## src/rtl/dring_pkg.sv

```systemverilog
package dring_pkg;
  localparam int DW        = 32;
  localparam int BUF_AW    = 40;
  localparam int LEN_W     = 18;
  localparam int OFF_W     = 12;
  localparam int WSEL_W    = 3;
  localparam int STEP_LAST = 4;

  localparam int PHASE_BIT = 8;
  localparam int MORE_BIT  = 30;

  localparam logic [WSEL_W-1:0] WD_BASE_LO = 3'd0;
  localparam logic [WSEL_W-1:0] WD_CTRL    = 3'd1;
  localparam logic [WSEL_W-1:0] WD_LEN     = 3'd5;
  localparam logic [WSEL_W-1:0] WD_OFF     = 3'd6;
  localparam logic [WSEL_W-1:0] WD_PHASE   = 3'd7;

  typedef enum logic [1:0] {FS_REQ, FS_CAP, FS_HOLD} fetch_state_t;

  typedef struct packed {
    logic [BUF_AW-1:0] addr;
    logic [LEN_W-1:0]  len;
    logic              sop;
    logic              eop;
  } seg_rec_t;

  // Word read at each fetch step; the phase word comes first.
  function automatic logic [WSEL_W-1:0] step_word(input logic [2:0] step);
    case (step)
      3'd0:    step_word = WD_PHASE;
      3'd1:    step_word = WD_BASE_LO;
      3'd2:    step_word = WD_CTRL;
      3'd3:    step_word = WD_LEN;
      default: step_word = WD_OFF;
    endcase
  endfunction
endpackage

```

## src/rtl/dring_cursor.sv

```systemverilog
module dring_cursor #(
  parameter int RING_ENTRIES = 8,
  parameter int IDX_W        = (RING_ENTRIES > 1) ? $clog2(RING_ENTRIES) : 1
) (
  input  logic             clk,
  input  logic             rst,
  input  logic             advance,
  output logic [IDX_W-1:0] idx,
  output logic             phase
);
  localparam logic [IDX_W-1:0] LAST_IDX = IDX_W'(RING_ENTRIES - 1);
  localparam bit POW2 = (RING_ENTRIES == (1 << IDX_W));

  logic             at_last;
  logic [IDX_W-1:0] idx_nxt;

  assign at_last = (idx == LAST_IDX);

  generate
    if (POW2) begin : g_pow2
      assign idx_nxt = idx + 1'b1;
    end else begin : g_cmp
      assign idx_nxt = at_last ? '0 : idx + 1'b1;
    end
  endgenerate

  always_ff @(posedge clk) begin
    if (rst) begin
      idx   <= '0;
      phase <= 1'b1;
    end else if (advance) begin
      idx <= idx_nxt;
      if (at_last) phase <= ~phase;
    end
  end
endmodule

```

## src/rtl/dring_pkt_track.sv

```systemverilog
module dring_pkt_track (
  input  logic clk,
  input  logic rst,
  input  logic accept,
  input  logic acc_eop,
  output logic sop_next
);
  always_ff @(posedge clk) begin
    if (rst)         sop_next <= 1'b1;
    else if (accept) sop_next <= acc_eop;
  end
endmodule

```

## src/rtl/dring_fetch.sv

```systemverilog
module dring_fetch
  import dring_pkg::*;
#(
  parameter int IDX_W = 3
) (
  input  logic                    clk,
  input  logic                    rst,
  input  logic [IDX_W-1:0]        idx,
  input  logic                    phase,
  input  logic                    sop_next,
  output logic                    rd_en,
  output logic [IDX_W+WSEL_W-1:0] rd_addr,
  input  logic [DW-1:0]           rd_data,
  output logic                    seg_valid,
  input  logic                    seg_ready,
  output seg_rec_t                rec,
  output logic                    advance
);
  fetch_state_t           st;
  logic [2:0]             step;
  logic [DW-1:0]          base_lo;
  logic [BUF_AW-DW-1:0]   base_hi;
  logic                   more_q;
  logic [LEN_W-1:0]       len_q;

  assign rd_en   = (st == FS_REQ);
  assign rd_addr = {idx, step_word(step)};
  assign advance = (st == FS_HOLD) && seg_ready;

  always_ff @(posedge clk) begin
    if (rst) begin
      st        <= FS_REQ;
      step      <= '0;
      seg_valid <= 1'b0;
      rec       <= '0;
      base_lo   <= '0;
      base_hi   <= '0;
      more_q    <= 1'b0;
      len_q     <= '0;
    end else begin
      case (st)
        FS_REQ: st <= FS_CAP;
        FS_CAP: begin
          st <= FS_REQ;
          case (step)
            3'd0: if (rd_data[PHASE_BIT] == phase) step <= 3'd1;
            3'd1: begin
              base_lo <= rd_data;
              step    <= 3'd2;
            end
            3'd2: begin
              base_hi <= rd_data[BUF_AW-DW-1:0];
              more_q  <= rd_data[MORE_BIT];
              step    <= 3'd3;
            end
            3'd3: begin
              len_q <= rd_data[LEN_W-1:0];
              step  <= 3'(STEP_LAST);
            end
            default: begin
              rec.addr  <= {base_hi, base_lo} + BUF_AW'(rd_data[OFF_W-1:0]);
              rec.len   <= len_q;
              rec.eop   <= ~more_q;
              rec.sop   <= sop_next;
              seg_valid <= 1'b1;
              step      <= '0;
              st        <= FS_HOLD;
            end
          endcase
        end
        default: begin
          if (seg_ready) begin
            seg_valid <= 1'b0;
            st        <= FS_REQ;
          end
        end
      endcase
    end
  end
endmodule

```

## src/rtl/dring_consumer.sv

```systemverilog
module dring_consumer
  import dring_pkg::*;
#(
  parameter int RING_ENTRIES = 8,
  parameter int IDX_W        = (RING_ENTRIES > 1) ? $clog2(RING_ENTRIES) : 1
) (
  input  logic                    clk,
  input  logic                    rst,
  output logic                    rd_en,
  output logic [IDX_W+WSEL_W-1:0] rd_addr,
  input  logic [DW-1:0]           rd_data,
  output logic                    seg_valid,
  input  logic                    seg_ready,
  output logic [BUF_AW-1:0]       seg_addr,
  output logic [LEN_W-1:0]        seg_len,
  output logic                    seg_sop,
  output logic                    seg_eop
);
  logic [IDX_W-1:0] idx;
  logic             phase;
  logic             sop_next;
  logic             advance;
  seg_rec_t         rec;

  dring_cursor #(.RING_ENTRIES(RING_ENTRIES), .IDX_W(IDX_W)) u_cursor (
    .clk(clk), .rst(rst), .advance(advance), .idx(idx), .phase(phase)
  );

  dring_pkt_track u_pkt (
    .clk(clk), .rst(rst), .accept(advance), .acc_eop(rec.eop), .sop_next(sop_next)
  );

  dring_fetch #(.IDX_W(IDX_W)) u_fetch (
    .clk(clk), .rst(rst), .idx(idx), .phase(phase), .sop_next(sop_next),
    .rd_en(rd_en), .rd_addr(rd_addr), .rd_data(rd_data),
    .seg_valid(seg_valid), .seg_ready(seg_ready), .rec(rec), .advance(advance)
  );

  assign seg_addr = rec.addr;
  assign seg_len  = rec.len;
  assign seg_sop  = rec.sop;
  assign seg_eop  = rec.eop;
endmodule

```

## config.mk

```make
export PLATFORM = sky130hd
export DESIGN_NAME = dring_consumer
export DESIGN_NICKNAME = d
export VERILOG_FILES = /design/src/rtl/dring_pkg.sv /design/src/rtl/dring_cursor.sv /design/src/rtl/dring_pkt_track.sv /design/src/rtl/dring_fetch.sv /design/src/rtl/dring_consumer.sv
export SDC_FILE = /design/constraint.sdc
export NUM_CORES = 1
export LEC_CHECK = 0
export ABC_AREA = 1
export BUFFER_PORTS_ARGS = -buffer_cell sky130_fd_sc_hd__buf_2
export CAP_MARGIN = 10
export CORE_MARGIN = 5
export CORE_UTILIZATION = 40
export CTS_BUF_LIST = sky130_fd_sc_hd__clkbuf_16
export DETAILED_ROUTE_END_ITERATION = 6
export RECOVER_POWER = 50
export SYNTH_ARGS = -nofsm -noshare
export SYNTH_HDL_FRONTEND = slang
export SYNTH_SLANG_ARGS = --single-unit
```

## constraint.sdc

```tcl
create_clock -name clk -period 3.6 [get_ports clk]
set_input_delay 0.54 -clock clk [delete_from_list [all_inputs] [get_ports clk]]
set_output_delay 0.54 -clock clk [all_outputs]
set_load 0.01 [all_outputs]
```

; Word-level counts from Yosys, hierarchy flattened
; Cells that the tools add are included.
[totals]
reg_bits = 130
inputBits = 35
out_inout_bits = 68
wordCells = 51
[op_classes]
addsub = 2
n_eq_ne = 9
muxes = 9
bitwise = 4
n_reduce_logical = 13
[op_table]
columns = op, count
row1 = 40-bit by 12-bit adder with 40-bit output, 1
row2 = 3-bit case mux with 4 select lines, 2
row3 = 2-bit AND reduction, 6
row4 = "3-bit by 2-bit equality test with 1-bit output, second input constant", 2
row5 = 2-bit two-way mux, 2
row6 = 1-bit inverter, 4
row7 = 2-bit case mux with 2 select lines, 1
row8 = 4-bit OR reduction, 1
row9 = "3-bit by 1-bit adder with 3-bit output, second input constant", 1
row10 = "3-bit by 1-bit equality test with 1-bit output, second input constant", 1
row11 = "3-bit equality test, second input constant", 1
row12 = 3-bit logical NOT, 1
row13 = 3-bit two-way mux, 1
row14 = 3-bit AND reduction, 1
row15 = 3-bit nonzero test, 1
row16 = "2-bit by 1-bit equality test with 1-bit output, second input constant", 1
row17 = "2-bit equality test, second input constant", 1
row18 = 2-bit logical NOT, 1
row19 = 1-bit two-way mux, 2
row20 = "2-bit by 1-bit inequality test with 1-bit output, second input constant", 1
row21 = "2-bit inequality test, second input constant", 1
row22 = 1-bit case mux with 2 select lines, 1
row23 = 2-bit nonzero test, 1
row24 = 1-bit equality test, 1
row25 = 1-bit logical AND, 1

; Longest topological paths before layout
[depth]
depth_word = 4
depth_mapped = 14
depth_no_buf = 14

; By module
; A second synthesis with hierarchy kept.
[unflattened]
hier_cells = 955
hier_area_um2 = 6502.5
[modules_own_cells]
columns = module, instances, cells_per_inst, area_per_inst_um2, seq_area_each_um2
row1 = dring_fetch, 1, 926, 6281.0, 2502.4
row2 = dring_cursor, 1, 23, 173.9, 80.1
row3 = dring_pkt_track, 1, 6, 47.5, 20.0

; Worst setup path before layout
; Ideal clock, no wire load.
[synth_timing]
path_type = input port to flip-flop
startpoint = input rd_data[0]
endpoint = register u_fetch.rec[32] (netlist name)
setup_time_ns = 0.116
arrival_time_ns = 1.963
required_time_ns = 3.484
path_slack_ns = 1.520
cell_stages = 13
path_buffers = 0
cell_sequence = ha_1 > fa_1 > nand2_1 > nand2_1 > and2_1 > nand2_1 > nand2_2 > nand2_1 > nand2_1 > nand2_1 > nand3_1 > o211ai_1 > inv_1
[synth_via]
elab_chain_cells = 1
[synth_rtl]
columns = element, line_no
row1 = from (decl), dring_consumer.sv:11  ; input logic [DW-1:0] rd_data,
row2 = 40-bit by 12-bit adder with 40-bit output, dring_fetch.sv:61  ; rec.addr <= {base_hi, base_lo} + BUF_AW'(rd_data[OFF_W-1:0]);
; Every way passes these cells.
; A chain may end at the register's enable or synchronous reset.

; Worst setup path in the final report
[layout_timing]
startpoint = register u_fetch.st[0]
endpoint = register u_fetch.rec[22] (netlist name)
[layout_via]
elab_chain_cells = 2
[layout_rtl]
columns = element, line_no
row1 = from (decl), dring_fetch.sv:19  ; fetch_state_t st;
row2 = from (signal assigned), dring_fetch.sv:32  ; st <= FS_REQ;
row3 = from (signal assigned), dring_fetch.sv:42  ; FS_REQ: st <= FS_CAP;
row4 = from (signal assigned), dring_fetch.sv:44  ; st <= FS_REQ;
row5 = 2-bit by 1-bit equality test with 1-bit output, dring_fetch.sv:41  ; case (st)
row6 = 2-bit AND reduction (no source line), -
; Every way passes these cells.

==> results.json <==
{
  "outcome": "finished, violations left",
  "violations": "max-capacitance violations, max-slew violations",
  "synth-edff-count": 0,
  "cts_tree": "built",
  "ios": 103,
  "synth_xor_area_share_pct": 1.35,
  "fmax_ghz": 0.368,
  "finalHoldViolations": 0,
  "clock_latency_ps": 430,
  "worstPathRequired_ps": 3910,
  "setup.worst_path.start_class": "flip-flop",
  "rows": 46,
  "setup_tns_ps": 0,
  "rsz0062_at_grt": "no",
  "synth-simple-area-share_pct": 30.4,
  "drive_gt1_share_pct": 11.3,
  "cts_inserted_buffers": 17,
  "antenna_found_initial": 2,
  "globalRouteTotalUtil_pct": 20.4,
  "nets": 1078,
  "power_density_nw_per_um2": 468,
  "tightest_slew_ps": 1570,
  "ant_nets": 0,
  "first_pass_iters": 5,
  "synthAdderAreaFrac_pct": 3.00,
  "clock-sinks": 130,
  "wl_mm": 18.7,
  "dp_hpwl_mm": 13.8,
  "crit_type": "flip-flop to flip-flop",
  "port_buffers": 102,
  "synth-compound-area-share_pct": 16.0,
  "place_congestion": 0.937,
  "ctsHtreeMaxLevel": 4,
  "p_leak_nw": 3.35,
  "dr.first_iter.drc_count": 435,
  "via_per_inst": 4.89,
  "vias": 6142,
  "synthCells": 935,
  "route.detailed.drc": 0,
  "synth.distinct_cells": 40,
  "setup_viol": 0,
  "grt_pass1_wl_mm": 30.1,
  "pre_cts_ws_ps": 1130,
  "grt-ovfl-total": 0,
  "syn_area_um2": 6510,
  "period_share_pct": 75.5,
  "skew_ps": 10.9,
  "vdd_drop_max_v": 0.000337,
  "r2r_cells": 7,
  "drv_cap": 1,
  "hold_path_class": "input port to flip-flop",
  "grt_pass1_vias": 5859,
  "die_w_um": 138,
  "avgRoutedWirePerCell_um": 14.9,
  "period_minus_slack_ps": 2720,
  "crit_path_end_kind": "flip-flop",
  "finalPower_mw": 3.61,
  "area_growth_pct": 18.5,
  "worst-path-max-fanout": 33,
  "grt_max_degree": 86,
  "postCtsHoldBufs": 0,
  "arrival_ps": 3030,
  "path_clk_slew_ps": 60,
  "clock_path_buffers": 2,
  "synth_top_family_by_area": "simple AND/OR/NAND/NOR gates",
  "synthMuxAreaShare_pct": 0,
  "relSlewSlack_pct": -4.66,
  "ys_warn_count": 0,
  "hold_depth": 3,
  "synthArstFlopShare_pct": 0,
  "syn_area_per_cell_um2": 6.96,
  "antenna_cells": 0,
  "die-area_um2": 18900,
  "die_h_um": 138,
  "cts_resized": 0,
  "cts_setup_buffers": 0,
  "synth_fp_nets": 985,
  "slew_violations": 41,
  "fin_ws_ps": 881,
  "synth_flop_cell": "dfxtp_1",
  "root_buffer": "clkbuf_16",
  "hold_slack_ps": 380,
  "ys_seq_area_share_pct": 40.0,
  "yosys_register_bits": 130,
  "coreArea_um2": 15900,
  "start_util_pct": 40.8
}
[final cells by class]
cell class	count	area, um^2
fill	1698	8230
multi-input combinational	654	3290
sequential	130	2600
timing repair buffer	109	474
inverter	116	435
clock buffer	17	425
tap	216	270
clock inverter	14	211
[worst paths after layout]
kind | to | slack [ps] | from
max | u_fetch.rec[22] | 880 | u_fetch.st[0]
min reg2reg | u_fetch.rec[0] | 450 | u_fetch.more_q
min | u_fetch.base_lo[29] | 380 | rd_data[29]
max reg2reg | u_fetch.rec[22] | 880 | u_fetch.st[0]
[power breakdown]
part	internal [mW]	switching [mW]
clock network	1.22	0.665
registers	1.46	0.0250
logic	0.0788	0.156
total	2.76	0.846
[through the flow]
| stage | utilization [%] | cell area (um^2) | instances |
|---|---|---|---|
| after floorplan | - | 6510 | 935 |
| after global placement | 45.0 | 7180 | 1225 |
| after detailed placement | 45.0 | 7180 | 1225 |
| after CTS | 49.0 | 7820 | 1256 |
| after global routing | 48.4 | 7710 | 1256 |
| final | 48.4 | 7710 | 1256 |
[Yosys cell counts, types with 3 or more instances]
cell type  instances  area [um^2]
a21oi_1           39          195
buf_2              8         40.0
clkbuf_1          23         86.3
clkinv_1           6         22.5
dfxtp_1          130         2600
ha_1              14          175
inv_1             96          360
inv_2             14         52.6
nand2_1          156          586
nand2_2           14         87.6
nand3_1           61          305
nand3_2            3         30.0
nand3b_1           5         37.5
nand4_1           11         68.8
nor2_1           162          608
nor2_2             4         25.0
nor2_4             5         56.3
nor3_1             8         40.0
o211ai_1           3         22.5
o21a_1            18          135
o21ai_0          108          541
o21bai_1          15          113
xor2_1             8         70.1
[metal layers]
metal  GRT usage [%]  up-vias  routed length, um
li1                -     3192                  -
met1            27.7     2802               9000
met2            32.3      124               8390
met3            5.33       20               1050
met5               0        -                 23
met4            5.27        4                208
[registers in the layout, summed over array words and instances (netlist names)]
signal,cells
u_fetch.rec,60
u_fetch.len_q,18
u_fetch.base_lo,32
u_fetch.more_q,1
u_cursor.phase,1
u_pkt.sop_next,1
u_fetch.st,2
u_cursor.idx,3
u_fetch.step,3
u_fetch.base_hi,8
u_fetch.seg_valid,1
[kinds of logic after synthesis]
group | Yosys count
compound gates | 187
buf+inv | 151
xor+xnor | 10
fa+ha+maj | 15
simple gates | 442
flops | 130
[worst max-delay path: stages (launching register included)]
cell	delay, ps
dfxtp_1	350
inv_1	80
nor2_4	140
inv_1	80
nor2_1	690
inv_1	820
a21oi_1	370
nor2_1	60
[cells in the final DEF, fill, tap and decap left out, types with 2 or more instances in the layout]
master	n
xnor2_1	2
nor2_1	163
nand3b_1	5
nor3_1	8
nand2_4	2
inv_2	11
nor2_2	4
inv_6	2
inv_1	99
clkbuf_1	67
o21ai_0	108
buf_4	5
o21bai_1	15
o211ai_1	3
nand2_1	156
ha_1	14
nor3_2	2
clkinv_1	8
clkbuf_16	17
nand2_2	14
nand3_1	61
dfxtp_1	130
nand3_2	3
o21a_1	18
xor2_1	8
a21oi_1	39
nand4_1	11
buf_2	36
a31oi_1	2
bufinv_16	5
nor2_4	5
clkinvlp_4	3
nor3_4	2
Power figures use the tool's default switching activity.
